<file path="src/rtl/sprom_rd_pkg.sv">
package sprom_rd_pkg;

  // Command prefix: start bit then read opcode, sent left to right.
  localparam int unsigned CMD_W = 3;
  localparam logic [CMD_W-1:0] RD_CMD = 3'b110;

  typedef enum logic [3:0] {
    PH_IDLE,
    PH_SEL,
    PH_PRE_HI,
    PH_PRE_LO,
    PH_BIT_SET,
    PH_BIT_HI,
    PH_BIT_LO,
    PH_DO_LOW,
    PH_RD_HI,
    PH_RD_LO,
    PH_DESEL,
    PH_POST_HI,
    PH_POST_LO
  } phase_e;

  typedef struct packed {
    logic sel;
    logic sclk;
    logic sout;
  } pins_t;

  function automatic pins_t pins_of(phase_e ph, logic bit_v);
    pins_t p;
    p.sel  = (ph inside {PH_SEL, PH_PRE_HI, PH_PRE_LO, PH_BIT_SET, PH_BIT_HI,
                         PH_BIT_LO, PH_DO_LOW, PH_RD_HI, PH_RD_LO});
    p.sclk = (ph inside {PH_PRE_HI, PH_BIT_HI, PH_RD_HI, PH_POST_HI});
    p.sout = (ph inside {PH_BIT_SET, PH_BIT_HI, PH_BIT_LO}) && bit_v;
    return p;
  endfunction

endpackage

</file>
<file path="src/rtl/sprom_rst_sync.sv">
module sprom_rst_sync (
  input  logic clk_i,
  input  logic rst_ni,
  output logic rst_no
);

  logic [1:0] stg_q;

  always_ff @(posedge clk_i or negedge rst_ni) begin
    if (!rst_ni) begin
      stg_q <= 2'b00;
    end else begin
      stg_q <= {stg_q[0], 1'b1};
    end
  end

  assign rst_no = stg_q[1];

endmodule

</file>
<file path="src/rtl/sprom_phase_timer.sv">
module sprom_phase_timer #(
  parameter int unsigned PHASE_CYC = 4
) (
  input  logic clk_i,
  input  logic rst_ni,
  input  logic run_i,
  output logic adv_o
);

  localparam int unsigned CNT_W = (PHASE_CYC > 1) ? $clog2(PHASE_CYC) : 1;
  localparam logic [CNT_W-1:0] CNT_END = CNT_W'(PHASE_CYC - 1);

  logic [CNT_W-1:0] cnt_q, cnt_d;
  logic             at_end;
  logic             cnt_en;

  assign at_end = (cnt_q == CNT_END);
  assign cnt_en = run_i || (cnt_q != '0);

  always_comb begin
    if (!run_i || at_end) begin
      cnt_d = '0;
    end else begin
      cnt_d = cnt_q + 1'b1;
    end
  end

  always_ff @(posedge clk_i or negedge rst_ni) begin
    if (!rst_ni) begin
      cnt_q <= '0;
    end else if (cnt_en) begin
      cnt_q <= cnt_d;
    end
  end

  assign adv_o = run_i && at_end;

  AST_TIMER_IN_RANGE: assert property (@(posedge clk_i) disable iff (!rst_ni)
    cnt_q <= CNT_END);

  AST_TIMER_IDLE_ZERO: assert property (@(posedge clk_i) disable iff (!rst_ni)
    !$past(run_i) |-> cnt_q == '0);

endmodule

</file>
<file path="src/rtl/sprom_tx_frame.sv">
module sprom_tx_frame
  import sprom_rd_pkg::*;
#(
  parameter int unsigned ADDR_W       = 8,
  parameter int unsigned ADDR_W_SMALL = 6
) (
  input  logic              clk_i,
  input  logic              rst_ni,
  input  logic              load_i,
  input  logic              large_i,
  input  logic [ADDR_W-1:0] addr_i,
  input  logic              shift_i,
  output logic              bit_next_o,
  output logic              last_o
);

  localparam int unsigned FRAME_W = CMD_W + ADDR_W;
  localparam int unsigned LEFT_W  = $clog2(FRAME_W + 1);
  localparam int unsigned PAD_W   = ADDR_W - ADDR_W_SMALL;
  localparam logic [LEFT_W-1:0] LEN_LARGE = LEFT_W'(FRAME_W);
  localparam logic [LEFT_W-1:0] LEN_SMALL = LEFT_W'(CMD_W + ADDR_W_SMALL);

  logic [FRAME_W-1:0] frame_q, frame_d;
  logic [FRAME_W-1:0] frame_large, frame_small;
  logic [LEFT_W-1:0]  left_q, left_d;
  logic               frame_en;

  assign frame_large = {RD_CMD, addr_i};

  // The short address is left-aligned so both sizes shift from the same MSB.
  generate
    if (PAD_W > 0) begin : g_pad
      assign frame_small = {RD_CMD, addr_i[ADDR_W_SMALL-1:0], {PAD_W{1'b0}}};
    end else begin : g_nopad
      assign frame_small = frame_large;
    end
  endgenerate

  assign frame_en = load_i || shift_i;

  always_comb begin
    frame_d = frame_q;
    left_d  = left_q;
    if (load_i) begin
      frame_d = large_i ? frame_large : frame_small;
      left_d  = large_i ? LEN_LARGE : LEN_SMALL;
    end else if (shift_i) begin
      frame_d = frame_q << 1;
      left_d  = left_q - 1'b1;
    end
  end

  always_ff @(posedge clk_i or negedge rst_ni) begin
    if (!rst_ni) begin
      frame_q <= '0;
      left_q  <= '0;
    end else if (frame_en) begin
      frame_q <= frame_d;
      left_q  <= left_d;
    end
  end

  assign bit_next_o = frame_d[FRAME_W-1];
  assign last_o     = (left_q == LEFT_W'(1));

  AST_SHIFT_HAS_BITS: assert property (@(posedge clk_i) disable iff (!rst_ni)
    shift_i |-> left_q != '0);

  AST_LOAD_LENGTH: assert property (@(posedge clk_i) disable iff (!rst_ni)
    load_i |=> (left_q == LEN_LARGE) || (left_q == LEN_SMALL));

endmodule

</file>
<file path="src/rtl/sprom_rx_word.sv">
module sprom_rx_word #(
  parameter int unsigned DATA_W = 16
) (
  input  logic              clk_i,
  input  logic              rst_ni,
  input  logic              clear_i,
  input  logic              cap_i,
  input  logic              bit_i,
  output logic [DATA_W-1:0] word_o,
  output logic              last_o
);

  localparam int unsigned CNT_W = $clog2(DATA_W + 1);

  logic [DATA_W-1:0] sh_q;
  logic [CNT_W-1:0]  cnt_q, cnt_d;
  logic              cnt_en;

  assign cnt_en = clear_i || cap_i;

  always_comb begin
    if (clear_i) begin
      cnt_d = '0;
    end else begin
      cnt_d = cnt_q + 1'b1;
    end
  end

  always_ff @(posedge clk_i or negedge rst_ni) begin
    if (!rst_ni) begin
      cnt_q <= '0;
    end else if (cnt_en) begin
      cnt_q <= cnt_d;
    end
  end

  always_ff @(posedge clk_i or negedge rst_ni) begin
    if (!rst_ni) begin
      sh_q <= '0;
    end else if (cap_i) begin
      sh_q <= {sh_q[DATA_W-2:0], bit_i};
    end
  end

  assign word_o = sh_q;
  assign last_o = (cnt_q == CNT_W'(DATA_W - 1));

  AST_RX_NO_EXTRA: assert property (@(posedge clk_i) disable iff (!rst_ni)
    cap_i |-> cnt_q < CNT_W'(DATA_W));

  AST_RX_NO_CLASH: assert property (@(posedge clk_i) disable iff (!rst_ni)
    !(cap_i && clear_i));

endmodule

</file>
<file path="src/rtl/sprom_seq_fsm.sv">
module sprom_seq_fsm
  import sprom_rd_pkg::*;
(
  input  logic   clk_i,
  input  logic   rst_ni,
  input  logic   start_i,
  input  logic   adv_i,
  input  logic   frame_last_i,
  input  logic   rx_last_i,
  output phase_e phase_o,
  output phase_e phase_next_o,
  output logic   accept_o,
  output logic   shift_o,
  output logic   cap_o,
  output logic   finish_o
);

  phase_e phase_q, phase_d;

  always_comb begin
    phase_d = phase_q;
    unique case (phase_q)
      PH_IDLE:    if (start_i) phase_d = PH_SEL;
      PH_SEL:     if (adv_i)   phase_d = PH_PRE_HI;
      PH_PRE_HI:  if (adv_i)   phase_d = PH_PRE_LO;
      PH_PRE_LO:  if (adv_i)   phase_d = PH_BIT_SET;
      PH_BIT_SET: if (adv_i)   phase_d = PH_BIT_HI;
      PH_BIT_HI:  if (adv_i)   phase_d = PH_BIT_LO;
      PH_BIT_LO:  if (adv_i)   phase_d = frame_last_i ? PH_DO_LOW : PH_BIT_SET;
      PH_DO_LOW:  if (adv_i)   phase_d = PH_RD_HI;
      PH_RD_HI:   if (adv_i)   phase_d = PH_RD_LO;
      PH_RD_LO:   if (adv_i)   phase_d = rx_last_i ? PH_DESEL : PH_RD_HI;
      PH_DESEL:   if (adv_i)   phase_d = PH_POST_HI;
      PH_POST_HI: if (adv_i)   phase_d = PH_POST_LO;
      PH_POST_LO: if (adv_i)   phase_d = PH_IDLE;
      default:                 phase_d = PH_IDLE;
    endcase
  end

  always_ff @(posedge clk_i or negedge rst_ni) begin
    if (!rst_ni) begin
      phase_q <= PH_IDLE;
    end else begin
      phase_q <= phase_d;
    end
  end

  assign phase_o      = phase_q;
  assign phase_next_o = phase_d;
  assign accept_o     = (phase_q == PH_IDLE) && start_i;
  assign shift_o      = (phase_q == PH_BIT_LO) && adv_i;
  assign cap_o        = (phase_q == PH_RD_LO) && adv_i;
  assign finish_o     = (phase_q == PH_POST_LO) && adv_i;

  AST_PHASE_WAITS_TIMER: assert property (@(posedge clk_i) disable iff (!rst_ni)
    (phase_q != PH_IDLE && !adv_i) |=> phase_q == $past(phase_q));

  AST_BUSY_IGNORES_START: assert property (@(posedge clk_i) disable iff (!rst_ni)
    (phase_q != PH_IDLE && phase_q != PH_POST_LO) |=> phase_q != PH_IDLE);

endmodule

</file>
<file path="src/rtl/sprom_word_reader.sv">
module sprom_word_reader
  import sprom_rd_pkg::*;
#(
  parameter int unsigned PHASE_CYC    = 4,
  parameter int unsigned DATA_W       = 16,
  parameter int unsigned ADDR_W       = 8,
  parameter int unsigned ADDR_W_SMALL = 6
) (
  input  logic              clk_i,
  input  logic              rst_ni,
  input  logic              start_i,
  input  logic [ADDR_W-1:0] addr_i,
  input  logic              dev_large_i,
  input  logic              ser_in_i,
  output logic              busy_o,
  output logic              done_o,
  output logic [DATA_W-1:0] data_o,
  output logic              ser_sel_o,
  output logic              ser_clk_o,
  output logic              ser_out_o
);

  logic              rst_n_s;
  logic              adv;
  phase_e            phase_q, phase_d;
  logic              accept, shift, cap, finish;
  logic              frame_last, bit_next, rx_last;
  logic [DATA_W-1:0] rx_word;
  pins_t             pins_d, pins_q;
  logic [DATA_W-1:0] data_q;
  logic              done_q;

  sprom_rst_sync u_rst_sync (
    .clk_i  (clk_i),
    .rst_ni (rst_ni),
    .rst_no (rst_n_s)
  );

  sprom_phase_timer #(.PHASE_CYC(PHASE_CYC)) u_timer (
    .clk_i  (clk_i),
    .rst_ni (rst_n_s),
    .run_i  (phase_q != PH_IDLE),
    .adv_o  (adv)
  );

  sprom_seq_fsm u_fsm (
    .clk_i        (clk_i),
    .rst_ni       (rst_n_s),
    .start_i      (start_i),
    .adv_i        (adv),
    .frame_last_i (frame_last),
    .rx_last_i    (rx_last),
    .phase_o      (phase_q),
    .phase_next_o (phase_d),
    .accept_o     (accept),
    .shift_o      (shift),
    .cap_o        (cap),
    .finish_o     (finish)
  );

  sprom_tx_frame #(.ADDR_W(ADDR_W), .ADDR_W_SMALL(ADDR_W_SMALL)) u_tx (
    .clk_i      (clk_i),
    .rst_ni     (rst_n_s),
    .load_i     (accept),
    .large_i    (dev_large_i),
    .addr_i     (addr_i),
    .shift_i    (shift),
    .bit_next_o (bit_next),
    .last_o     (frame_last)
  );

  sprom_rx_word #(.DATA_W(DATA_W)) u_rx (
    .clk_i   (clk_i),
    .rst_ni  (rst_n_s),
    .clear_i (accept),
    .cap_i   (cap),
    .bit_i   (ser_in_i),
    .word_o  (rx_word),
    .last_o  (rx_last)
  );

  // Serial pins are registered from the next phase so they stay glitch-free
  // and still line up cycle for cycle with the phase register.
  assign pins_d = pins_of(phase_d, bit_next);

  always_ff @(posedge clk_i or negedge rst_n_s) begin
    if (!rst_n_s) begin
      pins_q <= '0;
    end else begin
      pins_q <= pins_d;
    end
  end

  always_ff @(posedge clk_i or negedge rst_n_s) begin
    if (!rst_n_s) begin
      done_q <= 1'b0;
    end else begin
      done_q <= finish;
    end
  end

  always_ff @(posedge clk_i or negedge rst_n_s) begin
    if (!rst_n_s) begin
      data_q <= '0;
    end else if (finish) begin
      data_q <= rx_word;
    end
  end

  assign busy_o    = (phase_q != PH_IDLE);
  assign done_o    = done_q;
  assign data_o    = data_q;
  assign ser_sel_o = pins_q.sel;
  assign ser_clk_o = pins_q.sclk;
  assign ser_out_o = pins_q.sout;

  AST_DONE_SINGLE: assert property (@(posedge clk_i) disable iff (!rst_n_s)
    done_o |=> !done_o);

  AST_DONE_QUIET: assert property (@(posedge clk_i) disable iff (!rst_n_s)
    done_o |-> !busy_o && !ser_sel_o && !ser_clk_o);

  AST_DATA_HOLD: assert property (@(posedge clk_i) disable iff (!rst_n_s)
    !done_o |-> $stable(data_o));

  AST_OUT_STILL_NEAR_CLK: assert property (@(posedge clk_i) disable iff (!rst_n_s)
    (ser_clk_o || $past(ser_clk_o)) |-> $stable(ser_out_o));

  AST_IDLE_LINES_LOW: assert property (@(posedge clk_i) disable iff (!rst_n_s)
    (!busy_o && !$past(busy_o)) |-> !ser_sel_o && !ser_clk_o && !ser_out_o);

  AST_SEL_BEFORE_CLK: assert property (@(posedge clk_i) disable iff (!rst_n_s)
    $rose(ser_sel_o) |-> !ser_clk_o && !ser_out_o);

endmodule

</file>
<file path="config.mk">
export PLATFORM = sky130hd
export DESIGN_NAME = sprom_word_reader
export DESIGN_NICKNAME = d
export VERILOG_FILES = /design/src/rtl/sprom_rd_pkg.sv /design/src/rtl/sprom_rst_sync.sv /design/src/rtl/sprom_phase_timer.sv /design/src/rtl/sprom_tx_frame.sv /design/src/rtl/sprom_rx_word.sv /design/src/rtl/sprom_seq_fsm.sv /design/src/rtl/sprom_word_reader.sv
export SDC_FILE = /design/constraint.sdc
export NUM_CORES = 1
export LEC_CHECK = 0
export BUFFER_PORTS_ARGS = -buffer_cell sky130_fd_sc_hd__buf_4
export CORE_ASPECT_RATIO = 1.25
export CORE_UTILIZATION = 40
export CTS_BUF_LIST = sky130_fd_sc_hd__clkbuf_8
export CTS_CLUSTER_DIAMETER = 120
export DETAILED_ROUTE_END_ITERATION = 6
export GPL_ROUTABILITY_DRIVEN = 0
export RECOVER_POWER = 100
export SLEW_MARGIN = 20
export SYNTH_ARGS = -nofsm -noshare
export SYNTH_HDL_FRONTEND = slang
export SYNTH_SLANG_ARGS = --single-unit
</file>
<file path="constraint.sdc">
create_clock -name clk_i -period 4.5 [get_ports clk_i]
set_clock_uncertainty 0.2 [all_clocks]
set_input_delay 0.45 -clock clk_i [delete_from_list [all_inputs] [get_ports clk_i]]
set_output_delay 0.45 -clock clk_i [all_outputs]
set_load 0.01 [all_outputs]
</file>
======== After elaboration in Yosys (flattened, before gate mapping) ========
Cells that the tools add are included.
operators by class
  $add $sub $neg .......................... 3
  equal/unequal tests ..................... 25
  muxes and demuxes ....................... 24
  reduce and logical (&&, ||, !) cells .... 19
operators by type and width
  operator                                                            count
  4-bit two-way mux                                                   15
  4-bit one-hot mux with 13 select lines                              1
  4-bit by 3-bit == test with 1-bit output, second input constant     8
  4-bit == test, second input constant                                8
  11-bit two-way mux                                                  2
  4-bit by 2-bit == test with 1-bit output, second input constant     4
  4-bit by 1-bit == test with 1-bit output, second input constant     3
  9-bit nonzero test                                                  1
  2-bit two-way mux                                                   4
  8-bit two-way mux                                                   1
  4-bit nonzero test                                                  2
  1-bit logical AND                                                   6
  5-bit by 1-bit adder with 5-bit output, second input constant       1
  5-bit by 4-bit == test with 1-bit output, second input constant     1
  5-bit two-way mux                                                   1
  4-bit logical NOT                                                   1
  1-bit logical OR                                                    4
  2-bit nonzero test                                                  2
  4-bit by 1-bit subtractor with 4-bit output, second input constant  1
  3-bit nonzero test                                                  1
  2-bit by 1-bit adder with 2-bit output, second input constant       1
  2-bit == test, second input constant                                1
  2-bit AND reduction                                                 1
  1-bit logical NOT                                                   1
word-level totals
  bits in registers ....................... 64
  input port bits ......................... 13
  word-level logic and storage cells ...... 84

======== Longest topological paths before layout ========
Gate-level depths: netlist of the first run.
  depth after elaboration ................. 7
  gate-level depth with buffers ........... 9
  gate-level depth less buffers ........... 9

======== By module ========
A second synthesis of the first run with hierarchy kept.
unflattened totals
  cell total of the unflattened synthesis .. 225
  area, all modules ....................... 3034.2 um^2
modules (own cells, without submodules)
  module             instances  cells an instance  area an instance (um^2)
  sprom_rx_word      1          56                 852.1
  sprom_tx_frame     1          68                 847.1
  sprom_word_reader  1          48                 830.8
  sprom_seq_fsm      1          37                 321.6
  sprom_phase_timer  1          13                 128.9
  sprom_rst_sync     1          3                  53.8

======== Worst setup path before layout of the first run ========
OpenSTA, ideal clock, no wires.
  path kind ............................... register to register
  start point ............................. register u_rx.cnt_q[0]
  end point ............................... register pins_q (netlist bit ser_clk_o)
  arrival time ............................ 1807 ps
  slack ................................... 2372 ps
  stages on the path, launching flop included .. 10
  clock period less this slack ............ 2128 ps
  cells stage by stage .................... dfrtp_1 > ha_1 > and3_1 > ha_1 > nand2b_1 > a21oi_1 > a22oi_1 > o21ai_2 > mux2_2 > a22o_1
RTL lines
  what                    line                     text
  start, declared         sprom_rx_word.sv:16      logic [CNT_W-1:0] cnt_q, cnt_d;
  start signal, assigned  sprom_rx_word.sv:33      cnt_q <= cnt_d;
  end signal, assigned    sprom_word_reader.sv:90  pins_q <= pins_d;
  end, declared           sprom_word_reader.sv:29  pins_t pins_d, pins_q;

======== Final worst setup path of the first run ========
  start point ............................. register u_fsm.phase_q[2] (netlist: u_fsm.phase_o[2])
  end point ............................... register u_tx.frame_q[3]
between the ends
  longest elaborated chain between the ends .. 5
  elaborated cells between the ends (all ways) .. 10
ends and longest elaborated chain
  what                                                                            line                     text
  start, declared                                                                 sprom_seq_fsm.sv:18      phase_e phase_q, phase_d;
  start signal, assigned                                                          sprom_seq_fsm.sv:44      phase_q <= phase_d;
  4-bit nonzero test                                                              sprom_word_reader.sv:42  .run_i (phase_q != PH_IDLE),
  1-bit logical AND                                                               sprom_phase_timer.sv:36  assign adv_o = run_i && at_end;
  1-bit logical AND                                                               sprom_seq_fsm.sv:51      assign shift_o = (phase_q == PH_BIT_LO) && adv_i;
  2-bit nonzero test (no source line) / 1-bit logical OR (equally long branches)  n/a
  2-bit AND reduction (no source line)                                            n/a
  end signal, assigned                                                            sprom_tx_frame.sv:58     frame_q <= frame_d;
  end, declared                                                                   sprom_tx_frame.sv:23     logic [FRAME_W-1:0] frame_q, frame_d;
Several ways; a longest one is shown, not always the timed one.
A chain may end at the register's enable or synchronous reset.

==> flow_metrics.env, run 1 <==
export IMPL_status="finished clean"
export IMPL_die_x_um=77.7
export IMPL_setup_viol=0
export IMPL_cap_violations=0
export IMPL_ys_types=48
export IMPL_place_ws_ps=2110
export IMPL_core_area_sq_mm=0.00693
export IMPL_p_leak_nw=1.64
export IMPL_rrSetupSlack_ps=1770
export IMPL_drc=0
export IMPL_cp_arrival_ps=2740
export IMPL_cts_made_buffers=9
export IMPL_worstSkewPairLatency_ps=330
export IMPL_drtPass1Iterations=4
export IMPL_synth_area_leader_cell="dfrtp_1"
export IMPL_grtUsageMet1=0.185
export IMPL_synth_main_ff_cell="dfrtp_1"
export IMPL_ys_warn_count=0
export IMPL_start_util=0.413
export IMPL_cp_end_kind="flip-flop"
export IMPL_async_flop_share=1.00
export IMPL_worstPathRequired_ps=4510
export IMPL_netlist_area_leader_share=0.560
export IMPL_antenna_found_initial=0
export IMPL_drtIter0Drc=143
export IMPL_cts_clk_slew_worst_paths_ps=60
export IMPL_worstPathMaxFanout=10
export IMPL_synth_top_cells_by_count="109 x nand2_1, 64 x dfrtp_1, 18 x nor2_1, 9 x inv_1, 8 x mux2i_1"
export IMPL_synth_edf_count=0
export IMPL_wl_per_cell_um=12.5
export IMPL_finalNetCount=343
export IMPL_synth_area_leaders="dfrtp_1 56%, nand2_1 14%, mux2i_1 2.8%"
export IMPL_synth_seq_cells=64
export IMPL_drive_above_1_share=0.107
export IMPL_dp_cells=402
export IMPL_p_per_area_mw_per_mm2=505
export IMPL_grt_pass1_wl_mm=9.09
export IMPL_grt_overflow_total=0
export IMPL_rr_endpoint="u_tx.frame_q[3]$_DFFE_PN0P_"
export IMPL_final_instance_count_excl_fill=418
export IMPL_period_minus_slack_ps=2730
export IMPL_syn_num_nets=311
export IMPL_worst_pin_slew_ps=931
export IMPL_finalMaxSlewViolations=0
export IMPL_dieHeight_um=96.6
export IMPL_vdd_ir_drop_max_uv=251
export IMPL_syn_to_final_growth_pct=13.9
export IMPL_fin_crit_sh=0.607
export IMPL_fin_setup_tns_ps=0
export IMPL_cts_root_buf="clkbuf_8"
export IMPL_fin_ws_ps=1770
export IMPL_hold_viol_final=0
export IMPL_fill_cells=664
export IMPL_regToRegStartpoint="u_fsm.phase_o[2]$_DFF_PN0_"
export IMPL_via_count=2068
export IMPL_synth_area_sq_mm=0.00286
export IMPL_post_cts_setup_buffer_count=0
export IMPL_cts_repair_resized=0
export IMPL_critPathKind="reg -> reg"
export IMPL_seq_area_frac_synth=0.560
export IMPL_relSlewSlack=0.374
export IMPL_grt_start_max_net_pins=63
export IMPL_portBuffers=33
export IMPL_grtUsageTotal=0.159
export IMPL_rows=34
export IMPL_use_met2=0.274
export IMPL_ff_latch_area_sq_mm=0.00160
export IMPL_yosys_cell_count_top_type="nand2_1"
export IMPL_grt_use_met3=0.0394
export IMPL_wl_mm=5.25
export IMPL_synth_avg_cell_area_sq_um=9.80
export IMPL_first_global_vias=2014
export IMPL_r2r_cells=4
export IMPL_clock_fmax_mhz=366
export IMPL_clock_path_buffers=2
export IMPL_pin_count=34
export IMPL_antenna_left=0
export IMPL_syn_inst=292
export IMPL_cts_tree="yes"
export IMPL_endpoint="u_tx.frame_q[3]$_DFFE_PN0P_"
export IMPL_multiInputGateArea_sq_mm=0.00110
export IMPL_n_antenna_cell=0
export IMPL_rsz0062_at_grt="no"
export IMPL_busiest_layer="met2"
export IMPL_dp_hpwl_mm=3.50
export IMPL_critPathLaunch="u_fsm.phase_o[2]$_DFF_PN0_"
export IMPL_htreeDepth=3
export IMPL_start_kind="flip-flop"
export IMPL_hold_class="in -> reg"
export IMPL_via_per_inst=4.95
export IMPL_cts_sinks=64
export IMPL_die_area_sq_mm=0.00750
[layout make-up]
cell class / instances / share of cell area
tap: 90 / 0.0345
clock buffer: 11 / 0.0464
sequential: 64 / 0.492
multi-input combinational: 203 / 0.337
timing repair buffer: 36 / 0.0583
inverter: 10 / 0.0115
clock inverter: 4 / 0.0211
[kinds of logic after synthesis]
family | share of synthesized area
buf+inv | 0.0477
flops | 0.560
xor+xnor | 0.0153
other cells | 0.00131
mux | 0.0319
simple gates | 0.226
fa+ha+maj | 0.0262
compound gates | 0.0923
[metal layers]
| layer | vias to the layer above | part of all wire |
|---|---|---|
| met5 | - | 0 |
| met4 | 0 | 0.016 |
| met3 | 9 | 0.036 |
| met2 | 29 | 0.50 |
| met1 | 1005 | 0.45 |
| li1 | 1025 | - |
[worst min-delay path by stage]
| stage | from | to | slack (ps) | depth (start not counted) |
|---|---|---|---|---|
| after global routing | ser_in_i | u_rx.word_o[0]$_DFFE_PN0P_ | 110 | 3 |
| after CTS | ser_in_i | u_rx.word_o[0]$_DFFE_PN0P_ | 100 | 3 |
| after global placement | rst_ni | u_rst_sync.stg_q[0]$_DFF_PN0_ | 30 | 1 |
| after detailed placement | rst_ni | u_rst_sync.stg_q[0]$_DFF_PN0_ | 30 | 1 |
| after floorplan | rst_ni | u_rst_sync.stg_q[0]$_DFF_PN0_ | -50 | 0 |
| final | ser_in_i | u_rx.word_o[0]$_DFFE_PN0P_ | 110 | 3 |
[where the power goes]
part | switching, W | internal [W] | leakage (nW)
logic | 0.000178 | 0.000169 | 0.694
clock network | 0.000207 | 0.000336 | 0.117
registers | 0.0000797 | 0.000678 | 0.825
[cells in the final DEF, fill, tap and decap left out, types with 2 or more instances in the layout]
master / count
nand2b_1: 2
clkbuf_8: 11
xor2_1: 4
clkbuf_1: 22
nand2_1: 109
nor2_1: 18
inv_1: 10
o22a_1: 2
and3_1: 3
bufinv_16: 2
nor3_1: 2
dfrtp_1: 63
a22o_1: 3
o21ai_0: 5
mux2i_1: 8
nand3_1: 3
o31ai_1: 2
nor4_1: 2
a21oi_1: 4
a31oi_1: 3
ha_1: 6
a221o_1: 7
buf_4: 13
[stage by stage]
| stage | utilization | hold WS (ps) | power, W | area, sq um |
|---|---|---|---|---|
| 5_1_grt | 0.470 | 108 | 0.00175 | 3260 |
| 2_1_floorplan | - | -45.6 | 0.00106 | 2860 |
| 4_1_cts | 0.487 | 96.5 | 0.00170 | 3380 |
| 3_5_place_dp | 0.454 | 33.3 | 0.00114 | 3150 |
| 6_report | 0.470 | 114 | 0.00165 | 3260 |
| 3_3_place_gp | 0.454 | 32.8 | 0.00114 | 3150 |
[timing repair]
action / in CTS / in global routing
endpoints found under the setup margin: 0 / 0
hold endpoints to repair: 2 / 0
hold buffers: 1 / 0
[critical path: stages (launching register included)]
cell and delay [ps]:
dfrtp_1 490, nor4_1 850, and2_0 500, nor2_1 240
a221o_1 340
[flip-flops by register name (all words and copies together) (netlist names), 2 cells and up]
| signal | flops |
|---|---|
| u_timer.cnt_q | 2 |
| u_rst_sync.stg_q | 2 |
| u_fsm.phase_o | 4 |
| u_tx.frame_q | 11 |
| u_rx.word_o | 16 |
| u_rx.cnt_q | 5 |
| u_tx.left_q | 4 |
| data_o | 16 |
Power figures use the tool's default switching activity.
==> inputs of run 2 (changes only) <==
==> constraint.sdc (replaced) <==
create_clock -name clk_i -period 2.6 [get_ports clk_i]
set_clock_uncertainty 0.2 [all_clocks]
set_input_delay 0.26 -clock clk_i [delete_from_list [all_inputs] [get_ports clk_i]]
set_output_delay 0.26 -clock clk_i [all_outputs]
set_load 0.01 [all_outputs]
==> flow_metrics.env, run 2 (synthesized netlist as in run 1, its figures left out) <==
export IMPL_status="complete, but fails checks"
export IMPL_violations="capacitance limit"
export IMPL_clock_fmax_mhz=425
export IMPL_worstPathMaxFanout=5
export IMPL_relSlewSlack=0.00432
export IMPL_drive_above_1_share=0.117
export IMPL_wl_mm=5.20
export IMPL_antenna_left=0
export IMPL_final_instance_count_excl_fill=424
export IMPL_drtIter0Drc=148
export IMPL_drc=0
export IMPL_cp_arrival_ps=2360
export IMPL_grt_pass1_wl_mm=9.23
export IMPL_grtUsageMet1=0.189
export IMPL_syn_to_final_growth_pct=14.5
export IMPL_worst_pin_slew_ps=1490
export IMPL_dieHeight_um=96.6
export IMPL_rows=34
export IMPL_wl_per_cell_um=12.3
export IMPL_first_global_vias=2058
export IMPL_r2r_cells=9
export IMPL_grt_use_met3=0.0423
export IMPL_grt_start_max_net_pins=63
export IMPL_cts_sinks=64
export IMPL_finalNetCount=349
export IMPL_finalMaxSlewViolations=0
export IMPL_hold_viol_final=0
export IMPL_portBuffers=33
export IMPL_p_leak_nw=1.64
export IMPL_busiest_layer="met2"
export IMPL_use_met2=0.275
export IMPL_grt_overflow_total=0
export IMPL_n_antenna_cell=0
export IMPL_rsz0062_at_grt="no"
export IMPL_rr_endpoint="ser_clk_o$_DFF_PN0_"
export IMPL_final_common_cell="nand2_1"
export IMPL_core_area_sq_mm=0.00693
export IMPL_final_cell_mix="109 x nand2_1, 63 x dfrtp_1, 24 x clkbuf_1, 18 x nor2_1, 13 x buf_4"
export IMPL_post_cts_setup_buffer_count=0
export IMPL_p_per_area_mw_per_mm2=819
export IMPL_fin_setup_tns_ps=0
export IMPL_dp_hpwl_mm=3.51
export IMPL_cts_repair_resized=0
export IMPL_cts_made_buffers=9
export IMPL_htreeDepth=3
export IMPL_hold_buffers=3
export IMPL_critPathKind="reg -> reg"
export IMPL_via_per_inst=4.92
export IMPL_die_area_sq_mm=0.00750
export IMPL_cts_root_buf="clkbuf_8"
export IMPL_cts_tree="yes"
export IMPL_setup_viol=0
export IMPL_start_util=0.413
export IMPL_cp_end_kind="flip-flop"
export IMPL_antenna_found_initial=0
export IMPL_regToRegStartpoint="u_rx.cnt_q[0]$_DFFE_PN0P_"
export IMPL_worstPathRequired_ps=2610
export IMPL_grtUsageTotal=0.161
export IMPL_vdd_ir_drop_max_uv=415
export IMPL_cts_clk_slew_worst_paths_ps=70
export IMPL_pin_count=34
export IMPL_dp_cells=406
export IMPL_start_kind="flip-flop"
export IMPL_clock_path_buffers=2
export IMPL_via_count=2088
export IMPL_die_x_um=77.7
export IMPL_fin_crit_sh=0.905
export IMPL_worstSkewPairLatency_ps=330
export IMPL_drtPass1Iterations=4
export IMPL_period_minus_slack_ps=2350
export IMPL_cap_violations=1
export IMPL_hold_class="in -> async"
export IMPL_rrSetupSlack_ps=250
[run 2: cell types whose count changed in the layout (fill, tap and decap cells not counted), moves of 2 or more]
cell / delta
clkbuf_1: +2
dlygate4sd3_1: +2
bufinv_16: -2
clkbuf_2: +2
[run 2: final cells by class]
class                   count  area [sq um]
fillers                   679          3660
flip-flops and latches     64          1600
multi-input cells         203          1120
repair buffers             42           228
clock buffers              11           151
well taps                  90           113
inverters                  10          37.5
clock inverters             4          21.3
[run 2: critical path: stages (launching register included)]
cell and delay, ps:
dfrtp_1 390, ha_1 180, and3_1 160, ha_1 140, nand2b_1 50, a21oi_1 140, a22oi_1 90, o21ai_2 270
mux2_2 370, a22o_1 240
[run 2: stage by stage]
step	instance area [sq um]	total power (W)	setup WS [ps]	utilization	hold slack [ps]
floorplan	2860	0.00184	472	-	-236
global placement	3190	0.00197	338	0.460	-158
detailed placement	3190	0.00200	275	0.460	-155
CTS	3390	0.00276	235	0.489	29.8
global route	3280	0.00288	86.1	0.473	63.9
finish	3280	0.00268	246	0.473	60.7
[run 2: power breakdown]
group          internal [W]  switching (W)  total [W]
registers           0.00117       0.000147    0.00132
clock network      0.000385       0.000350   0.000736
logic              0.000306       0.000323   0.000628
total               0.00186       0.000819    0.00268
[run 2: layer usage]
layer  vias up  routed length [um]
li1       1042                   -
met1      1010                2390
met2        28                2540
met3         8                 178
met4         0                  87
met5         -                   0
[run 2: how the worst max path moves through the flow]
stage | end | cells past startpoint | slack [ps] | from
2_1_floorplan | ser_clk_o$_DFF_PN0_ | 9 | 470 | u_rx.cnt_q[0]$_DFFE_PN0P_
3_3_place_gp | ser_clk_o$_DFF_PN0_ | 9 | 340 | u_rx.cnt_q[0]$_DFFE_PN0P_
3_5_place_dp | ser_clk_o$_DFF_PN0_ | 9 | 270 | u_rx.cnt_q[0]$_DFFE_PN0P_
4_1_cts | ser_clk_o$_DFF_PN0_ | 9 | 240 | u_rx.cnt_q[0]$_DFFE_PN0P_
5_1_grt | ser_clk_o$_DFF_PN0_ | 9 | 90 | u_rx.cnt_q[0]$_DFFE_PN0P_
6_report | ser_clk_o$_DFF_PN0_ | 9 | 250 | u_rx.cnt_q[0]$_DFFE_PN0P_
==> inputs of run 3 (changes only) <==
--- a/config.mk
+++ b/config.mk
@@ -16,4 +16,5 @@
 export SLEW_MARGIN = 20
 export SYNTH_ARGS = -nofsm -noshare
 export SYNTH_HDL_FRONTEND = slang
+export SYNTH_HIERARCHICAL = 1
 export SYNTH_SLANG_ARGS = --single-unit
==> flow_metrics.env, run 3 <==
export IMPL_rows=35
export IMPL_n_antenna_cell=0
export IMPL_seq_area_frac_synth=0.528
export IMPL_wl_per_cell_um=13.3
export IMPL_pin_count=34
export IMPL_synth_area_sq_mm=0.00303
export IMPL_syn_inst=225
export IMPL_synth_avg_cell_area_sq_um=13.5
export IMPL_cts_tree="yes"
export IMPL_cts_root_buf="clkbuf_8"
export IMPL_antenna_found_initial=0
export IMPL_core_area_sq_mm=0.00736
export IMPL_drive_above_1_share=0.261
export IMPL_rrSetupSlack_ps=150
export IMPL_r2r_cells=7
export IMPL_antenna_left=0
export IMPL_htreeDepth=3
export IMPL_ys_types=51
export IMPL_cap_violations=0
export IMPL_worstPathMaxFanout=9
export IMPL_synth_edf_count=0
export IMPL_start_kind="flip-flop"
export IMPL_worstSkewPairLatency_ps=340
export IMPL_via_per_inst=4.94
export IMPL_rsz0062_at_grt="no"
export IMPL_multiInputGateArea_sq_mm=0.00123
export IMPL_portBuffers=33
export IMPL_relSlewSlack=0.317
export IMPL_dieHeight_um=99.4
export IMPL_die_area_sq_mm=0.00794
export IMPL_vdd_ir_drop_max_uv=410
export IMPL_cts_made_buffers=9
export IMPL_syn_num_nets=244
export IMPL_final_cell_mix="64 x dfrtp_1, 26 x clkbuf_1, 24 x mux2i_1, 22 x mux2_2, 19 x buf_4"
export IMPL_cp_arrival_ps=2480
export IMPL_synth_seq_cells=64
export IMPL_netlist_area_leader_share=0.528
export IMPL_dp_hpwl_mm=3.35
export IMPL_postLayoutCoreUtil=0.469
export IMPL_grt_start_max_net_pins=27
export IMPL_cp_end_kind="flip-flop"
export IMPL_fill_cells=707
export IMPL_wl_mm=4.96
export IMPL_yosys_cell_count_top_type="dfrtp_1"
export IMPL_finalNetCount=294
export IMPL_synth_top_cells_by_count="64 x dfrtp_1, 24 x mux2i_1, 22 x mux2_2, 11 x mux2_4, 11 x nor2_1"
export IMPL_synth_area_leader_cell="dfrtp_1"
export IMPL_drc=0
export IMPL_drtPass1Iterations=4
export IMPL_hold_class="in -> async"
export IMPL_finalMaxSlewViolations=0
export IMPL_period_minus_slack_ps=2450
export IMPL_post_cts_setup_buffer_count=0
export IMPL_syn_to_final_growth_pct=13.7
export IMPL_p_leak_nw=1.59
export IMPL_fin_ws_ps=155
export IMPL_start_util=0.412
export IMPL_clock_fmax_mhz=409
export IMPL_synth_area_leaders="dfrtp_1 53%, mux2_2 8.2%, mux2i_1 7.9%"
export IMPL_fin_setup_tns_ps=0
export IMPL_critPathKind="reg -> reg"
export IMPL_p_per_area_mw_per_mm2=868
export IMPL_hold_viol_final=0
export IMPL_worst_pin_slew_ps=1030
export IMPL_worstPathRequired_ps=2640
export IMPL_setup_viol=0
export IMPL_fin_crit_sh=0.941
export IMPL_status="finished clean"
export IMPL_grtUsageTotal=0.145
export IMPL_ff_latch_area_sq_mm=0.00160
export IMPL_grt_overflow_total=0
export IMPL_whs_ps=23.4
export IMPL_final_common_cell="dfrtp_1"
export IMPL_grt_pass1_wl_mm=8.74
export IMPL_async_flop_share=1.00
export IMPL_synth_main_ff_cell="dfrtp_1"
export IMPL_via_count=1837
export IMPL_clock_path_buffers=2
export IMPL_rr_endpoint="ser_clk_o$_DFF_PN0_"
export IMPL_first_global_vias=1862
export IMPL_die_x_um=79.9
export IMPL_place_ws_ps=-1.40
export IMPL_cts_clk_slew_worst_paths_ps=70
export IMPL_regToRegStartpoint="u_fsm/phase_o[1]$_DFF_PN0_"
export IMPL_cts_sinks=64
export IMPL_ys_warn_count=6
export IMPL_drtIter0Drc=33
==> run 3: critical path, stage by stage (launching register included) <==
cell and delay (ps):
dfrtp_1 380, or4_1 560, and2_2 280, nand2_1 170, a21oi_1 110, o22ai_2 280, xnor2_1 130, o311ai_2 230
==> run 3: kinds of logic after synthesis <==
| family | after synthesis | share of synthesized area |
|---|---|---|
| other | 1 | 0.00124 |
| DFF | 64 | 0.528 |
| and+or+nand+nor | 48 | 0.0982 |
| buffers and inverters | 20 | 0.0557 |
| xor gates and xnor gates | 3 | 0.00866 |
| adders and majority gates | 6 | 0.0247 |
| AOI/OAI and AO/OA | 25 | 0.0647 |
| muxes | 58 | 0.219 |
==> run 3: stage by stage <==
stage / total power [W] / area, sq um / std cells
finish: 0.00299 / 3450 / 372
global route: 0.00321 / 3450 / 372
CTS: 0.00309 / 3610 / 372
detailed placement: 0.00232 / 3380 / 351
global placement: 0.00228 / 3380 / 351
floorplan: 0.00208 / 3030 / 225
==> run 3: layer usage <==
layer,track usage,vias up,part of all wire
met3,0.0532,11,0.043
met5,0,-,0
met4,0.0701,0,0.018
li1,-,901,-
met2,0.207,31,0.46
met1,0.194,894,0.48
==> run 3: final cells by class <==
class	count	area share
sequential	64	0.464
tap	92	0.0334
inverter	6	0.00725
clock buffer	10	0.0399
multi-input combinational	141	0.356
clock inverter	6	0.0105
timing repair buffer	53	0.0885
==> run 3: where the power goes <==
group	total, W	internal (W)	switching [W]
logic	0.000909	0.000453	0.000456
clock network	0.000743	0.000364	0.000378
registers	0.00134	0.00120	0.000138
==> run 3: worst max path at each step <==
stage	start	end	slack, ps
after global placement	u_fsm/phase_o[1]$_DFF_PN0_	ser_clk_o$_DFF_PN0_	30
after floorplan	u_fsm/phase_o[1]$_DFF_PN0_	ser_clk_o$_DFF_PN0_	2
after global routing	u_fsm/phase_o[1]$_DFF_PN0_	ser_out_o$_DFF_PN0_	20
final	u_fsm/phase_o[1]$_DFF_PN0_	ser_clk_o$_DFF_PN0_	150
after CTS	u_timer/cnt_q[0]$_DFFE_PN0P_	u_rx/word_o[5]$_DFFE_PN0P_	100
after detailed placement	u_fsm/phase_o[1]$_DFF_PN0_	ser_clk_o$_DFF_PN0_	-1
==> run 3: repair_timing <==
action                                  4_1_cts  5_1_grt
endpoints found under the hold margin         6        0
endpoints found under the setup margin        1       17
gates resized for setup                       1        1
hold buffers                                  5        0
